<file path="src/rtl/div_pkg.sv">
package div_pkg;

  typedef enum logic [1:0] {
    ST_IDLE = 2'd0,
    ST_PREP = 2'd1,
    ST_RUN  = 2'd2,
    ST_FIX  = 2'd3
  } divState_t;

  // strobes from control to datapath
  typedef struct packed {
    logic load;   // capture operands
    logic prep;   // magnitude/early checks, seed iteration
    logic step;   // one restoring step
    logic fix;    // sign correction and late overflow
  } divCtl_t;

  // status from datapath to control
  typedef struct packed {
    logic zeroDiv;
    logic earlyOvf;
  } divStat_t;

endpackage

</file>
<file path="src/rtl/div_step.sv">
// One restoring shift-and-subtract step, purely combinational.
module div_step #(
  parameter int W = 16
) (
  input  logic [W-1:0] remIn,
  input  logic [W-1:0] quoIn,
  input  logic [W-1:0] divAbs,
  output logic [W-1:0] remOut,
  output logic [W-1:0] quoOut
);
  logic [W:0]   shifted;
  logic [W+1:0] diff;
  logic         take;

  always_comb begin
    shifted = {remIn, quoIn[W-1]};
    diff    = {1'b0, shifted} - {2'b00, divAbs};
    take    = ~diff[W+1];
    remOut  = take ? diff[W-1:0] : shifted[W-1:0];
    quoOut  = {quoIn[W-2:0], take};
  end
endmodule

</file>
<file path="src/rtl/div_ctrl.sv">
module div_ctrl
  import div_pkg::*;
#(
  parameter int STEPS = 16
) (
  input  logic     clk,
  input  logic     rstN,
  input  logic     start,
  input  divStat_t stat,
  output divCtl_t  ctl,
  output logic     busy,
  output logic     done
);
  localparam int CNT_W = $clog2(STEPS + 1);

  divState_t        state;
  logic [CNT_W-1:0] stepCnt;

  always_ff @(posedge clk or negedge rstN) begin
    if (!rstN) begin
      state   <= ST_IDLE;
      stepCnt <= '0;
      done    <= 1'b0;
    end else begin
      done <= 1'b0;
      unique case (state)
        ST_IDLE: if (start) state <= ST_PREP;
        ST_PREP: begin
          if (stat.zeroDiv || stat.earlyOvf) begin
            state <= ST_IDLE;
            done  <= 1'b1;
          end else begin
            state   <= ST_RUN;
            stepCnt <= '0;
          end
        end
        ST_RUN: begin
          stepCnt <= stepCnt + 1'b1;
          if (stepCnt == CNT_W'(STEPS - 1)) state <= ST_FIX;
        end
        ST_FIX: begin
          state <= ST_IDLE;
          done  <= 1'b1;
        end
        default: state <= ST_IDLE;
      endcase
    end
  end

  always_comb begin
    ctl.load = (state == ST_IDLE) && start;
    ctl.prep = (state == ST_PREP);
    ctl.step = (state == ST_RUN);
    ctl.fix  = (state == ST_FIX);
    busy     = (state != ST_IDLE);
  end
endmodule

</file>
<file path="src/rtl/div_datapath.sv">
module div_datapath
  import div_pkg::*;
#(
  parameter int DIVISOR_W     = 16,
  parameter int COST_W        = 8,
  parameter int VEC_W         = 8,
  parameter int COST_UNSIGNED = 140,
  parameter int COST_SIGNED   = 158,
  parameter int COST_TRAP_ADD = 38,
  parameter int TRAP_VECTOR   = 5
) (
  input  logic                   clk,
  input  logic                   rstN,
  input  divCtl_t                ctl,
  input  logic                   signedIn,
  input  logic [2*DIVISOR_W-1:0] dividendIn,
  input  logic [DIVISOR_W-1:0]   divisorIn,
  output divStat_t               stat,
  output logic [2*DIVISOR_W-1:0] result,
  output logic                   writeEn,
  output logic                   flagN,
  output logic                   flagZ,
  output logic                   flagV,
  output logic                   flagC,
  output logic                   trapReq,
  output logic [VEC_W-1:0]       trapVector,
  output logic [COST_W-1:0]      cycleCost
);
  localparam int W  = DIVISOR_W;
  localparam int DW = 2 * DIVISOR_W;
  localparam logic [W-1:0] MIN_MAG = {1'b1, {(W-1){1'b0}}};

  logic [DW-1:0] dividendR;
  logic [W-1:0]  divisorR;
  logic          signedR;

  logic          negDividend, negDivisor;
  logic [DW-1:0] absDividend;
  logic [W-1:0]  absDivisor;

  logic [W-1:0]  remR, quoR, divAbsR;
  logic          negQuoR, negRemR;
  logic [W-1:0]  remNext, quoNext;

  logic [W-1:0]  quoFinal, remFinal;
  logic          lateOvf;
  logic [COST_W-1:0] baseCost;

  // operand magnitudes and early checks
  always_comb begin
    negDividend   = signedR & dividendR[DW-1];
    negDivisor    = signedR & divisorR[W-1];
    absDividend   = negDividend ? (DW'(0) - dividendR) : dividendR;
    absDivisor    = negDivisor  ? (W'(0) - divisorR)   : divisorR;
    stat.zeroDiv  = (divisorR == '0);
    stat.earlyOvf = !stat.zeroDiv && (absDividend[DW-1:W] >= absDivisor);
    baseCost      = signedR ? COST_W'(COST_SIGNED) : COST_W'(COST_UNSIGNED);
  end

  div_step #(.W(W)) stepU (
    .remIn (remR),
    .quoIn (quoR),
    .divAbs(divAbsR),
    .remOut(remNext),
    .quoOut(quoNext)
  );

  // sign correction and representability of the final quotient
  always_comb begin
    quoFinal = negQuoR ? (W'(0) - quoR) : quoR;
    remFinal = negRemR ? (W'(0) - remR) : remR;
    if (!signedR)     lateOvf = 1'b0;
    else if (negQuoR) lateOvf = (quoR > MIN_MAG);
    else              lateOvf = quoR[W-1];
  end

  assign trapVector = VEC_W'(TRAP_VECTOR);

  always_ff @(posedge clk or negedge rstN) begin
    if (!rstN) begin
      dividendR <= '0;
      divisorR  <= '0;
      signedR   <= 1'b0;
      remR      <= '0;
      quoR      <= '0;
      divAbsR   <= '0;
      negQuoR   <= 1'b0;
      negRemR   <= 1'b0;
      result    <= '0;
      writeEn   <= 1'b0;
      trapReq   <= 1'b0;
      flagN     <= 1'b0;
      flagZ     <= 1'b0;
      flagV     <= 1'b0;
      flagC     <= 1'b0;
      cycleCost <= '0;
    end else begin
      writeEn <= 1'b0;
      trapReq <= 1'b0;
      if (ctl.load) begin
        dividendR <= dividendIn;
        divisorR  <= divisorIn;
        signedR   <= signedIn;
      end
      if (ctl.prep) begin
        if (stat.zeroDiv) begin
          trapReq   <= 1'b1;
          cycleCost <= baseCost + COST_W'(COST_TRAP_ADD);
        end else if (stat.earlyOvf) begin
          flagV     <= 1'b1;
          flagC     <= 1'b0;
          cycleCost <= baseCost;
        end else begin
          remR    <= absDividend[DW-1:W];
          quoR    <= absDividend[W-1:0];
          divAbsR <= absDivisor;
          negQuoR <= negDividend ^ negDivisor;
          negRemR <= negDividend;
        end
      end
      if (ctl.step) begin
        remR <= remNext;
        quoR <= quoNext;
      end
      if (ctl.fix) begin
        cycleCost <= baseCost;
        flagC     <= 1'b0;
        if (lateOvf) begin
          flagV <= 1'b1;
        end else begin
          result  <= {remFinal, quoFinal};
          writeEn <= 1'b1;
          flagN   <= quoFinal[W-1];
          flagZ   <= (quoFinal == '0);
          flagV   <= 1'b0;
        end
      end
    end
  end
endmodule

</file>
<file path="src/rtl/divider32x16.sv">
module divider32x16
  import div_pkg::*;
#(
  parameter int DIVISOR_W     = 16,
  parameter int COST_W        = 8,
  parameter int VEC_W         = 8,
  parameter int COST_UNSIGNED = 140,
  parameter int COST_SIGNED   = 158,
  parameter int COST_TRAP_ADD = 38,
  parameter int TRAP_VECTOR   = 5
) (
  input  logic                   clk,
  input  logic                   rstN,
  input  logic                   start,
  input  logic                   signedOp,
  input  logic [2*DIVISOR_W-1:0] dividend,
  input  logic [DIVISOR_W-1:0]   divisor,
  output logic                   busy,
  output logic                   done,
  output logic [2*DIVISOR_W-1:0] result,
  output logic                   writeEn,
  output logic                   flagN,
  output logic                   flagZ,
  output logic                   flagV,
  output logic                   flagC,
  output logic                   trapReq,
  output logic [VEC_W-1:0]       trapVector,
  output logic [COST_W-1:0]      cycleCost
);
  divCtl_t  ctl;
  divStat_t stat;

  div_ctrl #(.STEPS(DIVISOR_W)) ctrlU (
    .clk  (clk),
    .rstN (rstN),
    .start(start),
    .stat (stat),
    .ctl  (ctl),
    .busy (busy),
    .done (done)
  );

  div_datapath #(
    .DIVISOR_W    (DIVISOR_W),
    .COST_W       (COST_W),
    .VEC_W        (VEC_W),
    .COST_UNSIGNED(COST_UNSIGNED),
    .COST_SIGNED  (COST_SIGNED),
    .COST_TRAP_ADD(COST_TRAP_ADD),
    .TRAP_VECTOR  (TRAP_VECTOR)
  ) dpU (
    .clk       (clk),
    .rstN      (rstN),
    .ctl       (ctl),
    .signedIn  (signedOp),
    .dividendIn(dividend),
    .divisorIn (divisor),
    .stat      (stat),
    .result    (result),
    .writeEn   (writeEn),
    .flagN     (flagN),
    .flagZ     (flagZ),
    .flagV     (flagV),
    .flagC     (flagC),
    .trapReq   (trapReq),
    .trapVector(trapVector),
    .cycleCost (cycleCost)
  );
endmodule

</file>
<file path="config.mk">
export PLATFORM = sky130hd
export DESIGN_NAME = divider32x16
export DESIGN_NICKNAME = d
export VERILOG_FILES = /design/src/rtl/div_pkg.sv /design/src/rtl/div_step.sv /design/src/rtl/div_ctrl.sv /design/src/rtl/div_datapath.sv /design/src/rtl/divider32x16.sv
export SDC_FILE = /design/constraint.sdc
export NUM_CORES = 1
export LEC_CHECK = 0
export CORE_UTILIZATION = 30
export CTS_BUF_LIST = sky130_fd_sc_hd__clkbuf_8
export CTS_CLUSTER_SIZE = 25
export DETAILED_ROUTE_END_ITERATION = 7
export DONT_BUFFER_PORTS = 1
export MAX_ROUTING_LAYER = met4
export PLACE_DENSITY = 0.43
export SLEW_MARGIN = 20
export SYNTH_ARGS = -nofsm -noshare
export SYNTH_HDL_FRONTEND = slang
export SYNTH_SLANG_ARGS = --single-unit
</file>
<file path="constraint.sdc">
create_clock -name clk -period 7.7 [get_ports clk]
set_input_delay 1.925 -clock clk [delete_from_list [all_inputs] [get_ports clk]]
set_output_delay 1.925 -clock clk [all_outputs]
set_load 0.05 [all_outputs]
</file>
==> metrics.txt <==
# TYPE chip_impl_metric gauge
chip_impl_metric{name="post_cts.repair.setup_buffers",unit=""} 0
chip_impl_info{name="critical_path.startpoint_type",value="flop"} 1
chip_impl_info{name="setup.worst_path.class",value="flop to flop"} 1
chip_impl_metric{name="number_of_synthesized_flops_with_an_enable_pin",unit=""} 0
chip_impl_metric{name="gpl.final_weighted_congestion",unit=""} 0.863
chip_impl_metric{name="n_antenna_cell",unit=""} 0
chip_impl_info{name="tritoncts",value="done"} 1
chip_impl_metric{name="grt_max_degree",unit=""} 150
chip_impl_metric{name="count_of_buffering_cells_on_the_critical_path_with_inverters_included",unit=""} 0
chip_impl_metric{name="route.detailed.vias_per_inst",unit=""} 5.05
chip_impl_info{name="mostFrequentLayoutCell",value="sky130_fd_sc_hd__dfrtp_1"} 1
chip_impl_metric{name="synth_cells",unit=""} 978
chip_impl_metric{name="number_of_nets_in_the_finished_design",unit=""} 1049
chip_impl_metric{name="worst_r2r_path_depth",unit=""} 13
chip_impl_metric{name="worst_path_largest_cell_delay",unit="ns"} 0.85
chip_impl_metric{name="fmax",unit="MHz"} 196
chip_impl_metric{name="worst_ep_required_time",unit="ns"} 8.04
chip_impl_metric{name="worst_hold_slack",unit="ns"} 0.531
chip_impl_metric{name="tritoncts.num_buffers",unit=""} 17
chip_impl_metric{name="die_w",unit="µm"} 177
chip_impl_metric{name="globalRouteOverflowTotal",unit=""} 0
chip_impl_info{name="worst_path_dominant_cell_family",value="simple AND/OR/NAND/NOR gates"} 1
chip_impl_info{name="cts_root_buf",value="sky130_fd_sc_hd__clkbuf_8"} 1
chip_impl_metric{name="slew-limit-headroom",unit="%"} 24.9
chip_impl_metric{name="vias",unit=""} 6831
chip_impl_info{name="synth_top_flop_cell",value="sky130_fd_sc_hd__dfrtp_1"} 1
chip_impl_metric{name="tightest_pin_transition",unit="ns"} 1.11
chip_impl_info{name="synth.largest_area_cell",value="sky130_fd_sc_hd__dfrtp_1"} 1
chip_impl_metric{name="sequential_cell_area",unit="mm²"} 0.00373
chip_impl_metric{name="final_setup_violation_count",unit=""} 0
chip_impl_metric{name="timing_max_transition_violations_final",unit=""} 0
chip_impl_metric{name="utilization",unit="%"} 32.9
chip_impl_metric{name="postSynthRegisterBits",unit=""} 149
chip_impl_metric{name="cts_hold_buf",unit=""} 0
chip_impl_info{name="timing.rr.start",value="dpU.dividendR[13]"} 1
chip_impl_metric{name="ioPinCount",unit=""} 108
chip_impl_metric{name="post_route_cells_drive_above_1_share",unit="%"} 11.3
chip_impl_metric{name="worstSetupPathDepth",unit=""} 13
chip_impl_metric{name="fin_tns_setup",unit="ns"} 0
chip_impl_metric{name="remaining_antenna_violation_count_after_routing",unit=""} 0
chip_impl_metric{name="initial_utilization",unit="%"} 30.7
chip_impl_metric{name="postRouteWirelength",unit="mm"} 24.7
chip_impl_metric{name="cts_h_tree_depth",unit=""} 4
chip_impl_metric{name="syn_area_per_cell",unit="µm²"} 9.39
chip_impl_metric{name="ys_types",unit=""} 71
chip_impl_metric{name="detail_route.first_pass.iterations",unit=""} 5
chip_impl_metric{name="floorplan.die_area",unit="mm²"} 0.0313
chip_impl_metric{name="num-fill-cells",unit=""} 3137
chip_impl_info{name="path_cells",value="nor4_1 > nor4b_2 > and2_1 > a21oi_1 > xor2_1 > ha_1 > a21oi_1 > o21ai_0 > a211oi_1 > o21ai_1 > o21ai_1 > and2_1 > mux2_2"} 1
chip_impl_metric{name="synth_top_area_share",unit="%"} 40.6
chip_impl_metric{name="layout_min_cycle_time",unit="ns"} 5.11
chip_impl_metric{name="clkTransAtPathRegs",unit="ns"} 0.09
chip_impl_metric{name="via_count_of_the_first_global_routing_pass",unit=""} 6619
chip_impl_info{name="critPathLaunch",value="dpU.dividendR[13]"} 1
chip_impl_metric{name="arrival",unit="ns"} 5.45
chip_impl_info{name="end_kind",value="flop"} 1
chip_impl_info{name="min_path_type",value="flop to flop"} 1
chip_impl_metric{name="postSynth.asyncResetShare",unit="%"} 100
chip_impl_metric{name="synth.yosys.warnings",unit=""} 0
chip_impl_metric{name="avgRoutedWirePerCell",unit="µm"} 18.3
chip_impl_info{name="worst_path_max_delay_cell",value="sky130_fd_sc_hd__nor4_1"} 1
chip_impl_info{name="timing.hold.worst.start",value="dpU.divAbsR[12]"} 1
chip_impl_metric{name="area_added_between_synthesis_and_finish",unit="%"} 7.09
chip_impl_metric{name="cts.path.max_buffers",unit=""} 2
chip_impl_metric{name="drc",unit=""} 0
chip_impl_metric{name="final_critical_path_share_of_the_clock_period",unit="%"} 66.3
chip_impl_metric{name="synth_sequential_area_ratio",unit="%"} 40.6
chip_impl_metric{name="cts_resized",unit=""} 0
chip_impl_info{name="outcome",value="complete, no violations"} 1
chip_impl_metric{name="finalHoldViolCount",unit=""} 0
chip_impl_metric{name="grt_usage",unit="%"} 16.8
chip_impl_metric{name="post-dp-hpwl",unit="mm"} 18.4
chip_impl_metric{name="drt_first_iter_violations",unit=""} 446
chip_impl_metric{name="core-area",unit="mm²"} 0.0299
chip_impl_info{name="post_synth_main_area_contributors",value="sky130_fd_sc_hd__dfrtp_1 (41%), sky130_fd_sc_hd__mux2_2 (6.6%), sky130_fd_sc_hd__ha_1 (6.1%)"} 1
chip_impl_info{name="setup_repair_after_global_routing_missed_its_margin",value="false"} 1
chip_impl_metric{name="finalClockSkew",unit="ns"} 0.0174
chip_impl_metric{name="first_pass_grt_wire_length",unit="mm"} 39.4
chip_impl_metric{name="crit_path_max_fanout",unit=""} 12
chip_impl_metric{name="maxCapViolations",unit=""} 0
chip_impl_info{name="mostFrequentLayoutCells",value="sky130_fd_sc_hd__dfrtp_1 (149), sky130_fd_sc_hd__nand2_1 (96), sky130_fd_sc_hd__o21ai_0 (77), sky130_fd_sc_hd__a21oi_1 (67), sky130_fd_sc_hd__nor2_1 (65)"} 1
chip_impl_metric{name="worst_hold_path.num_cells",unit=""} 2
chip_impl_metric{name="die_h",unit="µm"} 177
chip_impl_metric{name="cts_num_sinks",unit=""} 149
chip_impl_metric{name="worstSkewPairLatency",unit="ns"} 0.46
chip_impl_metric{name="grt_antenna_before_repair",unit=""} 0
chip_impl_metric{name="place.port_buffers",unit=""} 0
chip_impl_metric{name="placementRows",unit=""} 63
chip_impl_metric{name="multiInputGateArea",unit="mm²"} 0.00495
chip_impl_metric{name="synth_area",unit="mm²"} 0.00918
[through the flow]
| stage | setup WS [ns] | instances | area, µm² |
|---|---|---|---|
| 2_1_floorplan | 3.75 | 986 | 9210 |
| 3_3_place_gp | 2.73 | 1322 | 9410 |
| 3_5_place_dp | 2.61 | 1322 | 9410 |
| 4_1_cts | 2.60 | 1354 | 9830 |
| 5_1_grt | 2.06 | 1354 | 9830 |
| 6_report | 2.59 | 1354 | 9830 |
[cell type report]
cell class,count,share of cell area [%]
flip-flops and latches,149,37.9
well taps,390,4.96
repair buffers,6,0.458
clock inverters,15,1.95
clock buffers,17,2.38
inverters,51,1.95
multi-input cells,726,50.4
[per-layer routing]
| layer | track usage (%) | up-vias | part of all wire [%] |
|---|---|---|---|
| met5 | - | - | 0 |
| met4 | 3.13 | 0 | 0.56 |
| met3 | 3.41 | 8 | 4.7 |
| met2 | 23.1 | 142 | 41 |
| met1 | 25.2 | 3257 | 53 |
| li1 | - | 3424 | - |
[sequential cells by signal, summed over array words and instances, names as in the netlist, 5 cells and up, named ones only]
| name | flops |
|---|---|
| dpU.dividendR | 32 |
| dpU.result | 32 |
| dpU.divAbsR | 16 |
| dpU.divisorR | 16 |
| dpU.quoR | 16 |
| dpU.remR | 16 |
| dpU.cycleCost | 6 |
| ctrlU.stepCnt | 5 |
[path summary, 6_finish.rpt]
path                                    endpoint  slack, ns
min in group asynchronous        dpU.divisorR[3]       1.15
worst max register to register  ctrlU.stepCnt[0]       2.59
max in group asynchronous         dpU.result[28]       6.28
worst min register to register   dpU.divAbsR[12]       0.53
worst min-delay path             dpU.divAbsR[12]       0.53
worst max-delay path            ctrlU.stepCnt[0]       2.59
[synthesized netlist by cell type, drive strengths merged, types with 14 or more instances]
| library cell | count |
|---|---|
| mux2 | 54 |
| o31ai | 21 |
| o21ai | 88 |
| buf | 29 |
| nand2 | 97 |
| nor2 | 65 |
| a31oi | 14 |
| nor3 | 20 |
| dfrtp | 149 |
| nand3 | 19 |
| ha | 45 |
| xnor2 | 29 |
| inv | 51 |
| xor2 | 45 |
| a21oi | 67 |
| mux2i | 14 |
| clkbuf | 31 |
[worst register-to-register path: stages (launching register included)]
cell and delay [ns]:
sky130_fd_sc_hd__dfrtp_1 0.44, sky130_fd_sc_hd__nor4_1 0.85, sky130_fd_sc_hd__nor4b_2 0.51, sky130_fd_sc_hd__and2_1 0.28, sky130_fd_sc_hd__a21oi_1 0.11, sky130_fd_sc_hd__xor2_1 0.26, sky130_fd_sc_hd__ha_1 0.29, sky130_fd_sc_hd__a21oi_1 0.14
sky130_fd_sc_hd__o21ai_0 0.15, sky130_fd_sc_hd__a211oi_1 0.21, sky130_fd_sc_hd__o21ai_1 0.25, sky130_fd_sc_hd__o21ai_1 0.83, sky130_fd_sc_hd__and2_1 0.34, sky130_fd_sc_hd__mux2_2 0.35
[kinds of logic after synthesis]
group | after synthesis | share of synthesized area (%)
AOI/OAI and AO/OA | 253 | 17.0
xor gates and xnor gates | 74 | 7.06
adders and majority gates | 46 | 6.35
buffers and inverters | 111 | 6.00
DFF | 149 | 40.6
muxes | 68 | 8.15
other | 2 | 0.0818
and+or+nand+nor | 275 | 14.8
Power is left out: the tool's default activity adds up to more than one toggle a clock period on the data nets, which glitch-free logic cannot reach.
